### src/rtl/rpirq_pkg.sv
package rpirq_pkg;

    localparam int REG_W   = 32;
    localparam int ADDR_W  = 14;
    localparam int N_INTX  = 4;
    localparam int N_EVT   = N_INTX + 1;
    localparam int CPL_BIT = N_INTX;

    localparam logic [ADDR_W-1:0] OFF_STATUS = 14'h3060;
    localparam logic [ADDR_W-1:0] OFF_MASK   = 14'h3070;
    localparam logic [ADDR_W-1:0] OFF_LEVEL  = 14'h3040;

    typedef logic [N_EVT-1:0] evt_vec_t;

    typedef enum logic [1:0] {
        SEL_NONE,
        SEL_STATUS,
        SEL_MASK,
        SEL_LEVEL
    } reg_sel_e;

    typedef struct packed {
        logic              wr;
        logic              rd;
        reg_sel_e          sel;
        logic [REG_W-1:0]  wdata;
    } reg_req_t;

    function automatic reg_sel_e decode_offset(input logic [ADDR_W-1:0] a);
        reg_sel_e s;
        case (a)
            OFF_STATUS: s = SEL_STATUS;
            OFF_MASK:   s = SEL_MASK;
            OFF_LEVEL:  s = SEL_LEVEL;
            default:    s = SEL_NONE;
        endcase
        return s;
    endfunction

    function automatic evt_vec_t gather_events(input logic [N_INTX-1:0] intx, input logic cpl);
        evt_vec_t v;
        v[N_INTX-1:0] = intx;
        v[CPL_BIT]    = cpl;
        return v;
    endfunction

endpackage

### src/rtl/rpirq_status_bank.sv
module rpirq_status_bank
    import rpirq_pkg::*;
(
    input  logic     clk,
    input  logic     rst,
    input  evt_vec_t evt,
    input  logic     clr_en,
    input  evt_vec_t clr_mask,
    output evt_vec_t status
);

    for (genvar i = 0; i < N_EVT; i++) begin : g_bit
        logic bit_q;
        logic clr_hit;

        assign clr_hit = clr_en & clr_mask[i];

        always_ff @(posedge clk) begin
            if (rst) begin
                bit_q <= 1'b0;
            end else if (evt[i]) begin
                bit_q <= 1'b1;
            end else if (clr_hit) begin
                bit_q <= 1'b0;
            end
        end

        assign status[i] = bit_q;

        // an event always leaves the bit set, even with a clear
        p_set_wins_r5: assert property (@(posedge clk) disable iff (rst)
            evt[i] |=> status[i]);

        // a clear with no event drops the bit
        p_clear_r4: assert property (@(posedge clk) disable iff (rst)
            (clr_hit && !evt[i]) |=> !status[i]);

        // with neither event nor clear the bit holds
        p_sticky_r2: assert property (@(posedge clk) disable iff (rst)
            (!clr_hit && !evt[i]) |=> $stable(status[i]));
    end

endmodule

### src/rtl/rpirq_mask_reg.sv
module rpirq_mask_reg
    import rpirq_pkg::*;
(
    input  logic     clk,
    input  logic     rst,
    input  logic     wr_en,
    input  evt_vec_t wval,
    output evt_vec_t mask
);

    evt_vec_t mask_q;

    always_ff @(posedge clk) begin
        if (rst) begin
            mask_q <= '0;
        end else if (wr_en) begin
            mask_q <= wval;
        end
    end

    assign mask = mask_q;

    // a mask write lands on the next cycle
    p_mask_write_r6: assert property (@(posedge clk) disable iff (rst)
        wr_en |=> (mask == $past(wval)));

    p_mask_hold_r6: assert property (@(posedge clk) disable iff (rst)
        !wr_en |=> $stable(mask));

endmodule

### src/rtl/rpirq_readback.sv
module rpirq_readback
    import rpirq_pkg::*;
#(
    parameter int N_LOCAL = 16
) (
    input  logic               clk,
    input  logic               rst,
    input  logic               rd,
    input  reg_sel_e           sel,
    input  evt_vec_t           status,
    input  evt_vec_t           mask,
    input  logic [N_LOCAL-1:0] local_irq,
    output logic [REG_W-1:0]   rd_data,
    output logic               rd_valid
);

    localparam int PAD_LEVEL = REG_W - N_LOCAL;
    localparam int PAD_EVT   = REG_W - N_EVT;

    logic [REG_W-1:0] level_word;
    logic [REG_W-1:0] status_word;
    logic [REG_W-1:0] mask_word;
    logic [REG_W-1:0] mux_word;

    if (PAD_LEVEL > 0) begin : g_pad
        assign level_word = {{PAD_LEVEL{1'b0}}, local_irq};
    end else begin : g_nopad
        assign level_word = local_irq[REG_W-1:0];
    end

    assign status_word = {{PAD_EVT{1'b0}}, status};
    assign mask_word   = {{PAD_EVT{1'b0}}, mask};

    always_comb begin
        unique case (sel)
            SEL_STATUS: mux_word = status_word;
            SEL_MASK:   mux_word = mask_word;
            SEL_LEVEL:  mux_word = level_word;
            default:    mux_word = '0;
        endcase
    end

    always_ff @(posedge clk) begin
        if (rst) begin
            rd_data  <= '0;
            rd_valid <= 1'b0;
        end else begin
            rd_valid <= rd;
            rd_data  <= rd ? mux_word : '0;
        end
    end

    // one-cycle read latency
    p_read_latency_r9: assert property (@(posedge clk) disable iff (rst)
        rd |=> rd_valid);

    p_idle_zero_r9: assert property (@(posedge clk) disable iff (rst)
        !rd |=> (!rd_valid && rd_data == '0));

    // reserved bits of the event registers read zero
    p_rsvd_zero_r10: assert property (@(posedge clk) disable iff (rst)
        (rd && sel != SEL_LEVEL) |=> (rd_data[REG_W-1:N_EVT] == '0));

endmodule

### src/rtl/rpirq_ctrl.sv
module rpirq_ctrl
    import rpirq_pkg::*;
#(
    parameter int N_LOCAL = 16
) (
    input  logic                clk,
    input  logic                rst,
    input  logic [ADDR_W-1:0]   reg_addr,
    input  logic                reg_wr,
    input  logic                reg_rd,
    input  logic [REG_W-1:0]    reg_wdata,
    output logic [REG_W-1:0]    rd_data,
    output logic                rd_valid,
    input  logic [N_INTX-1:0]   intx_evt,
    input  logic                cpl_evt,
    input  logic [N_LOCAL-1:0]  local_irq,
    output logic                irq_out
);

    reg_req_t req;
    evt_vec_t events;
    evt_vec_t status;
    evt_vec_t mask;
    logic     status_wr;
    logic     mask_wr;
    logic     rsvd_write;
    logic     irq_q;

    always_comb begin
        req.wr    = reg_wr;
        req.rd    = reg_rd;
        req.sel   = decode_offset(reg_addr);
        req.wdata = reg_wdata;
    end

    assign events     = gather_events(intx_evt, cpl_evt);
    assign status_wr  = req.wr && (req.sel == SEL_STATUS);
    assign mask_wr    = req.wr && (req.sel == SEL_MASK);
    assign rsvd_write = req.wr && (|req.wdata[REG_W-1:N_EVT]);

    rpirq_status_bank i_status (
        .clk      (clk),
        .rst      (rst),
        .evt      (events),
        .clr_en   (status_wr),
        .clr_mask (req.wdata[N_EVT-1:0]),
        .status   (status)
    );

    rpirq_mask_reg i_mask (
        .clk  (clk),
        .rst  (rst),
        .wr_en(mask_wr),
        .wval (req.wdata[N_EVT-1:0]),
        .mask (mask)
    );

    rpirq_readback #(.N_LOCAL(N_LOCAL)) i_readback (
        .clk      (clk),
        .rst      (rst),
        .rd       (req.rd),
        .sel      (req.sel),
        .status   (status),
        .mask     (mask),
        .local_irq(local_irq),
        .rd_data  (rd_data),
        .rd_valid (rd_valid)
    );

    always_ff @(posedge clk) begin
        if (rst) begin
            irq_q <= 1'b0;
        end else begin
            irq_q <= |(status & mask);
        end
    end

    assign irq_out = irq_q;

    // the interrupt line follows the masked status one cycle later
    p_irq_rise_r7: assert property (@(posedge clk) disable iff (rst)
        (|(status & mask)) |=> irq_out);

    p_irq_fall_r7: assert property (@(posedge clk) disable iff (rst)
        !(|(status & mask)) |=> !irq_out);

    // a write with only reserved ones and no event leaves status alone
    p_rsvd_ignored_r10: assert property (@(posedge clk) disable iff (rst)
        (status_wr && rsvd_write && req.wdata[N_EVT-1:0] == '0 && events == '0)
            |=> $stable(status));

endmodule

### config.mk
export PLATFORM = sky130hd
export DESIGN_NAME = rpirq_ctrl
export DESIGN_NICKNAME = d
export VERILOG_FILES = /design/src/rtl/rpirq_pkg.sv /design/src/rtl/rpirq_status_bank.sv /design/src/rtl/rpirq_mask_reg.sv /design/src/rtl/rpirq_readback.sv /design/src/rtl/rpirq_ctrl.sv
export SDC_FILE = /design/constraint.sdc
export NUM_CORES = 1
export LEC_CHECK = 0
export BUFFER_PORTS_ARGS = -buffer_cell sky130_fd_sc_hd__buf_2
export CORE_ASPECT_RATIO = 1.25
export CORE_MARGIN = 2
export CORE_UTILIZATION = 37
export DETAILED_ROUTE_END_ITERATION = 8
export GPL_ROUTABILITY_DRIVEN = 0
export PLACE_DENSITY_LB_ADDON = 0.15
export SYNTH_ARGS = -nofsm -noshare
export SYNTH_HDL_FRONTEND = slang
export SYNTH_SLANG_ARGS = --single-unit
export TNS_END_PERCENT = 5
### constraint.sdc
create_clock -name clk -period 1.64 [get_ports clk]
set_input_delay 0.164 -clock clk [delete_from_list [all_inputs] [get_ports clk]]
set_output_delay 0.164 -clock clk [all_outputs]
set_load 0.05 [all_outputs]
# After elaboration in Yosys (flattened, before gate mapping)
# Index checks and enable logic that the tools add are counted.
totals:
  in_bits: 71
  wordCells: 43
  reg_bits: 44
classes:
  n_eq_ne: 6
  n_mux: 12
  bitwise_logic: 7
  reduce_logical: 9
op_table:
  columns: ["operator", "n"]
  rows:
  - ["16-bit case mux with 3 select lines", 1]
  - ["14-bit equality test (second input constant)", 3]
  - ["1-bit two-way mux", 10]
  - ["2-bit nonzero test", 5]
  - ["2-bit case mux with 3 select lines", 1]
  - ["1-bit AND", 5]
  - ["5-bit AND", 1]
  - ["5-bit OR reduction", 1]
  - ["2-bit equality test (second input constant)", 2]
  - ["2-bit by 1-bit equality test with 1-bit output (second input constant)", 1]
  - ["1-bit logical AND", 2]
  - ["2-bit OR reduction", 1]
  - ["1-bit NOT", 1]

# Depth between registers and ports, before layout
# Gate-level depths: netlist of run 1.
depth:
  word_depth: 7
  ltp_mapped: 5

# Cells and area by module
# From an unflattened synthesis of run 1, not the netlist that was laid out.
unflattened:
  hier_cells: 121
  area_unflattened_um2: 1216.2
modules_own_cells:
  columns: ["module", "cells_each", "seq_area_each_um2", "n_inst", "area_per_inst_um2"]
  rows:
  - ["rpirq_readback", 66, 340.3, 1, 699.4]
  - ["rpirq_status_bank", 25, 100.1, 1, 219.0]
  - ["rpirq_mask_reg", 16, 100.1, 1, 180.2]
  - ["rpirq_ctrl", 14, 20.0, 1, 117.6]

# Worst setup path after synthesis of run 1
# Ideal clock, no wire load.
synth_path:
  path_type: "input-to-reg"
  from: "in reg_addr[3]"
  to: "reg i_mask.mask_q[0], in the netlist i_mask.mask[0]"
  setup_time_ns: 0.072
  arrival_time_ns: 1.394
  setup_slack_ns: 0.174
  path_stages: 3
  path_cell_list: "or4_4 nor4_4 mux2i_1"
synth_between:
  elab_chain_cells: 4
  word_cells_on_any_way: 6
  cone_classes: "4 x eq/ne; 1 x mux; 1 x reduce/logical"
synth_rtl:
  columns: ["item", "line_no", "source"]
  rows:
  - ["start: declaration", "rpirq_ctrl.sv:8", "input logic [ADDR_W-1:0] reg_addr,"]
  - ["14-bit equality test", "rpirq_pkg.sv:31", "case (a)"]
  - ["2-bit case mux with 3 select lines *", "rpirq_pkg.sv:31", null]
  - ["2-bit equality test *", "rpirq_ctrl.sv:38", "assign mask_wr = req.wr && (req.sel == SEL_MASK);"]
  - ["1-bit logical AND *", "rpirq_ctrl.sv:38", null]
  - ["end signal: assignment", "rpirq_mask_reg.sv:17", "mask_q <= wval;"]
  - ["end: declaration", "rpirq_mask_reg.sv:11", "evt_vec_t mask_q;"]
# Every way passes the cells marked *; elsewhere a longest branch is shown, timed or not.
# A chain may end at the register's enable or synchronous reset.

# Worst setup path in the final report of run 1
layout_path:
  from: "in reg_addr[3]"
  to: "reg i_mask.mask_q[3], in the netlist i_mask.mask[3]"
# Same word-level chain as after synthesis.

==> results_dict.tcl, run 1 <==
set metrics [dict create \
    yosys-top-cells-area "dfxtp_1 (45%), buf_4 (9.7%), and2_1 (6.1%), nand2b_1 (5.1%), mux2_2 (4.6%)" \
    grt-ovfl-total 0 \
    period_share_pct 78.4 \
    worstPathMaxFanout 5 \
    rsz0062_at_grt "no" \
    area_growth_pct 31.0 \
    synth.most_common_cell "dfxtp_1" \
    grt_usage_pct 13.8 \
    status "completed" \
    dr.pass1.iters 4 \
    viasPerCell 4.51 \
    cp.arrival_ns 1.49 \
    start_kind "input port" \
    cts_setup_buffers 0 \
    ys_seq_elements 28 \
    hold_slack_ns 0.0869 \
    antenna_found_initial 0 \
    first_global_vias 979 \
    multiInputGateArea_um2 573 \
    clkSlewWorstSetupHoldPaths_ns 0.09 \
    regArea_um2 561 \
    synth_cell_types 29 \
    grt_pass1_wl_um 4100 \
    switching_share_pct 24.1 \
    drtAntennaViolNets 0 \
    yosys.area.top_type "dfxtp_1" \
    cp_top_family "simple AND/OR/NAND/NOR gates" \
    antenna_cells 0 \
    port_buffers 61 \
    slowest_stage "or4_4" \
    cts-root-buf "clkbuf_8" \
    critical_path_buf_inv_count 2 \
    htreeDepth 1 \
    num_rows 23 \
    fin_nets 259 \
    ys.flop_type "dfxtp_1" \
    fp.dieH_um 68.6 \
    p_seq_share_pct 48.7 \
    fmax_mhz 778 \
    critPathRequiredTime_ns 1.84 \
    syn_avg_cell_area_um2 10.2 \
    dp_hpwl_um 2160 \
    p_int_mw 1.09 \
    synth_area_um2 1230 \
    die_area_um2 3820 \
    max-vdd-ir-drop_mv 0.588 \
    slowest_delay_ns 0.57 \
    numCtsBuffers 3 \
    tns_ns 0 \
    cts_resized 0 \
    p_leak_nw 0.786 \
    p_switching_mw 0.345 \
    critical_path_class "input port to register" \
    die_w_um 55.6 \
    fin_crit_ns 1.29 \
    final.fill_count 319 \
    hold_buffers 0 \
    crit_chain "buf_2 -> or4_4 -> nor4_4 -> buf_4 -> mux2i_1" \
    drt_iter0_markers 33 \
    synth_top_area_share_pct 45.4 \
    clkPwrFrac_pct 37.0 \
    comb_power_share_pct 14.3 \
    vias 1010 \
    cp-end-kind "register" \
    insertion_delay_ns 0.27 \
    async_flop_share_pct 0 \
    dp_slack_ns 0.0692 \
    cts_sinks 28 \
    finClkSkew_ns 0.00642 \
    hold_viol 0 \
    routed_wl_um 2660 \
    setup_violations 0 \
    synth_commonest_cells "dfxtp_1 (28), buf_4 (16), and2_1 (12)" \
    synthCells 121 \
    drive_above_1_share_pct 42.8 \
    maxCapViolations 0 \
    drc 0 \
    setup_ws_ns 0.355 \
    core_um2 3190 \
    start_util_pct 38.6 \
    max-clock-path-buffers 2 \
    hp-class "input port to register" \
    synth_edf_count 0 \
    yosysSeqAreaShare_pct 45.4 \
    synth_warnings 0 \
    p_per_area_nw_per_um2 885 \
    wl_per_cell_um 11.9 \
    grt_max_degree 18 \
    drv_slew 0 \
    tritoncts "built" \
    ios 105 \
]
==> metrics by stage <==
stage	instance area, µm²	cells	util [%]	power [mW]
after global placement	1550	220	48.4	0.914
after detailed placement	1550	220	48.4	0.918
after floorplan	1290	136	-	0.878
final	1620	224	50.6	1.43
after CTS	1620	224	50.6	1.45
after global routing	1620	224	50.6	1.49
==> final timing paths <==
path	to	cells past startpoint	slack (ns)	startpoint
worst min-delay path	i_readback.rd_data[12]	2	0.09	local_irq[12]
worst min register to register	i_mask.mask[4]	2	0.50	i_mask.mask[4]
worst max register to register	i_readback.rd_data[4]	3	0.68	i_status.g_bit[4].bit_q
worst max-delay path	i_mask.mask[3]	5	0.35	reg_addr[3]
==> area by class of cell <==
type                            count  share of cell area, %
Timing Repair Buffer               66                   21.2
Inverter                            6                   1.39
Sequential cell                    28                   34.7
Clock inverter                      1                   1.86
Multi-Input combinational cell     83                   35.4
Clock buffer                        3                   2.55
Tap cell                           37                   2.86
==> cell usage in the layout (no fill, tap or decap) <==
cell type	synthesis	final
a311oi_1	5	5
nand3_1	1	1
buf_2	1	61
nor2_1	5	5
o21ai_0	1	1
nand3b_1	1	1
a222oi_1	1	1
nor2b_1	1	1
a21oi_1	1	1
a22oi_1	6	6
nor4_2	1	1
mux2i_1	5	5
bufinv_16	0	1
inv_1	6	6
or4b_1	1	1
or3_4	1	1
buf_4	16	5
clkbuf_8	0	3
nor4_4	1	1
nor4_1	1	1
and2_1	12	12
nand4bb_1	1	1
dfxtp_1	28	28
or4_4	1	1
nor3_1	5	5
conb_1	1	16
nand2b_1	10	10
mux2_2	5	5
or4b_4	1	1
==> sequential cells by signal (all words and copies together) (netlist names) <==
signal / flops
irq_out: 1
i_status.g_bit.bit_q: 5
i_mask.mask: 5
i_readback.rd_valid: 1
i_readback.rd_data: 16
==> metal layers <==
metal	wire (µm)	part of all wire (%)	track usage, %	up-vias
met5	0	0	0	-
met4	38	1.4	6.71	0
met3	210	7.9	3.54	4
met2	1380	52	26.6	42
met1	1030	39	14.0	446
li1	-	-	-	518
==> cells by family (layout without fill, tap and decap cells) <==
family / count (synthesis) / count (layout) / synth area share, %
muxes: 10 / 10 / 8.62
other: 1 / 16 / 0.304
and+or+nand+nor: 43 / 43 / 24.1
buffers and inverters: 25 / 76 / 12.7
AOI/OAI and AO/OA: 14 / 14 / 8.82
DFF: 28 / 28 / 45.4
==> power by group through the flow <==
stage / logic, mW / clock network (mW) / registers [mW]
after floorplan: 0.163 / 0 / 0.715
after global placement: 0.202 / 0 / 0.712
after detailed placement: 0.205 / 0 / 0.713
after CTS: 0.205 / 0.549 / 0.697
after global routing: 0.224 / 0.569 / 0.698
final: 0.205 / 0.529 / 0.697
(Power assumes the default switching activity.)
==> run 2, diff against run 1 <==
clock period = 1.2 ns   (was 1.64 ns; I/O delays follow)
==> run 2 against run 1 <==
The run now ends with setup timing left. Sequential share of layout area is 0.71 points lower. Clock-buffer cell count is 1 higher. Sequential power is 37% higher. Global-route usage is 0.22 points lower. Clock skew is 0.0054 ns lower. Utilization is 1.1 points higher. First-iteration DRC count is 27% lower. Sequential cell count stayed put. Critical path type unchanged. Largest cell class unchanged.
==> results_dict.tcl, run 2 (synthesized netlist as in run 1, its figures left out) <==
set metrics [dict create \
    status "finished, violations left" \
    violations "setup timing" \
    critPathRequiredTime_ns 1.39 \
    numCtsBuffers 3 \
    grt_usage_pct 13.6 \
    dp_hpwl_um 2190 \
    regToRegEndpoint "i_readback.rd_data[2]" \
    rsz0062_at_grt "yes" \
    area_growth_pct 33.8 \
    switching_share_pct 25.9 \
    grt_pass1_wl_um 4130 \
    die_area_um2 3820 \
    drive_above_1_share_pct 45.0 \
    drv_slew 0 \
    cp-startpoint "reg_addr[3]" \
    p_seq_share_pct 52.8 \
    hold_buffers 0 \
    ios 105 \
    setup_violations 9 \
    setup_ws_ns -0.0524 \
    p_switching_mw 0.467 \
    worstHoldPathCells 2 \
    worstPathMaxFanout 5 \
    cts_setup_buffers 0 \
    regMostFlops "i_readback.rd_data" \
    start_kind "input port" \
    maxCapViolations 0 \
    largest_reg_flops 16 \
    min_to "i_readback.rd_data[15]" \
    r2r_slack_ns 0.22 \
    grt_max_degree 18 \
    final_cell_mix "buf_2 (60), dfxtp_1 (28), conb_1 (16)" \
    fmax_mhz 798 \
    fin_util_pct 51.7 \
    wl_per_cell_um 11.6 \
    hp-class "input port to register" \
    p_leak_nw 0.803 \
    viasPerCell 4.49 \
    finClkSkew_ns 0.00106 \
    cts-root-buf "clkbuf_8" \
    num_rows 23 \
    relSlewSlack_pct 57.3 \
    cts_sinks 28 \
    clkPwrFrac_pct 31.1 \
    antenna_found_initial 0 \
    die_w_um 55.6 \
    start_util_pct 38.6 \
    tightest_slew_ns 0.634 \
    antenna_cells 0 \
    tritoncts "built" \
    cp.arrival_ns 1.44 \
    max-vdd-ir-drop_mv 0.702 \
    final.fill_count 327 \
    fin_area_um2 1650 \
    critical_path_class "input port to register" \
    clkSlewWorstSetupHoldPaths_ns 0.09 \
    hold_slack_ns 0.0474 \
    comb_power_share_pct 16.2 \
    p_int_mw 1.34 \
    htreeDepth 1 \
    drtAntennaViolNets 0 \
    first_global_vias 958 \
    max-clock-path-buffers 2 \
    vias 1015 \
    ff2ff_path_depth 3 \
    dr.pass1.iters 4 \
    grt-ovfl-total 0 \
    cp-end-kind "register" \
    drc 0 \
    reg2reg_from "i_status.g_bit[2].bit_q" \
    p_per_area_nw_per_um2 1090 \
    fin_crit_ns 1.25 \
    port_buffers 61 \
    fin_nets 261 \
    dpl_cell_area_um2 1560 \
    fp.dieH_um 68.6 \
    min-delay-start "local_irq[15]" \
    period_share_pct 104 \
    power_mw 1.80 \
    routed_wl_um 2620 \
    core_um2 3190 \
    insertion_delay_ns 0.26 \
    final_common_cell "buf_2" \
    hold_viol 0 \
    drt_iter0_markers 24 \
]
## run 2: worst max path at each step
| stage | to | slack [ns] | cells after the start |
|---|---|---|---|
| floorplan | i_mask.mask[0] | -0.22 | 3 |
| global placement | i_readback.rd_data[11] | -0.30 | 5 |
| detailed placement | i_mask.mask[1] | -0.34 | 5 |
| CTS | i_readback.rd_data[5] | -0.03 | 5 |
| global route | i_mask.mask[0] | -0.08 | 5 |
| finish | i_readback.rd_data[1] | -0.05 | 4 |
## run 2: critical path, cell delays in order
cell and delay (ns):
buf_2 0.10, or4_4 0.58, or3_4 0.45, nor3_1 0.19
## run 2: layer usage
metal	share of wire (%)	track usage, %	vias to the layer above
met5	0	0	-
met4	0.65	3.66	0
met2	53	25.7	42
met3	7.8	2.99	2
met1	38	15.6	447
li1	-	-	524
## run 2: per-stage QoR
step / setup WS [ns] / TNS, ns / instances
3_3_place_gp: -0.298 / -7.52 / 222
5_1_grt: -0.0803 / -1.00 / 226
3_5_place_dp: -0.340 / -7.87 / 222
2_1_floorplan: -0.222 / -4.40 / 136
4_1_cts: -0.0327 / -0.376 / 226
6_report: -0.0524 / -0.215 / 226
## run 2: final cells by class
cell class / instances / area [µm²] / area share [%]
repair buffers: 68 / 368 / 22.3
clock buffers: 4 / 55.1 / 3.34
multi-input cells: 83 / 598 / 36.2
inverters: 6 / 22.5 / 1.36
well taps: 37 / 46.3 / 2.81
flip-flops and latches: 28 / 561 / 34.0
## run 2: power by group through the flow
stage                     Combinational [mW]  Clock, mW  Sequential (mW)
after floorplan                        0.223          0            0.977
after global placement                 0.282          0            0.973
after detailed placement               0.285          0            0.974
after CTS                              0.288      0.585            0.952
after global routing                   0.315      0.625            0.954
final                                  0.291      0.560            0.952
## run 2: what timing repair did
item,in CTS,in global routing
gates resized for setup,2,4
setup endpoints to repair,26,25
pin swaps,5,3
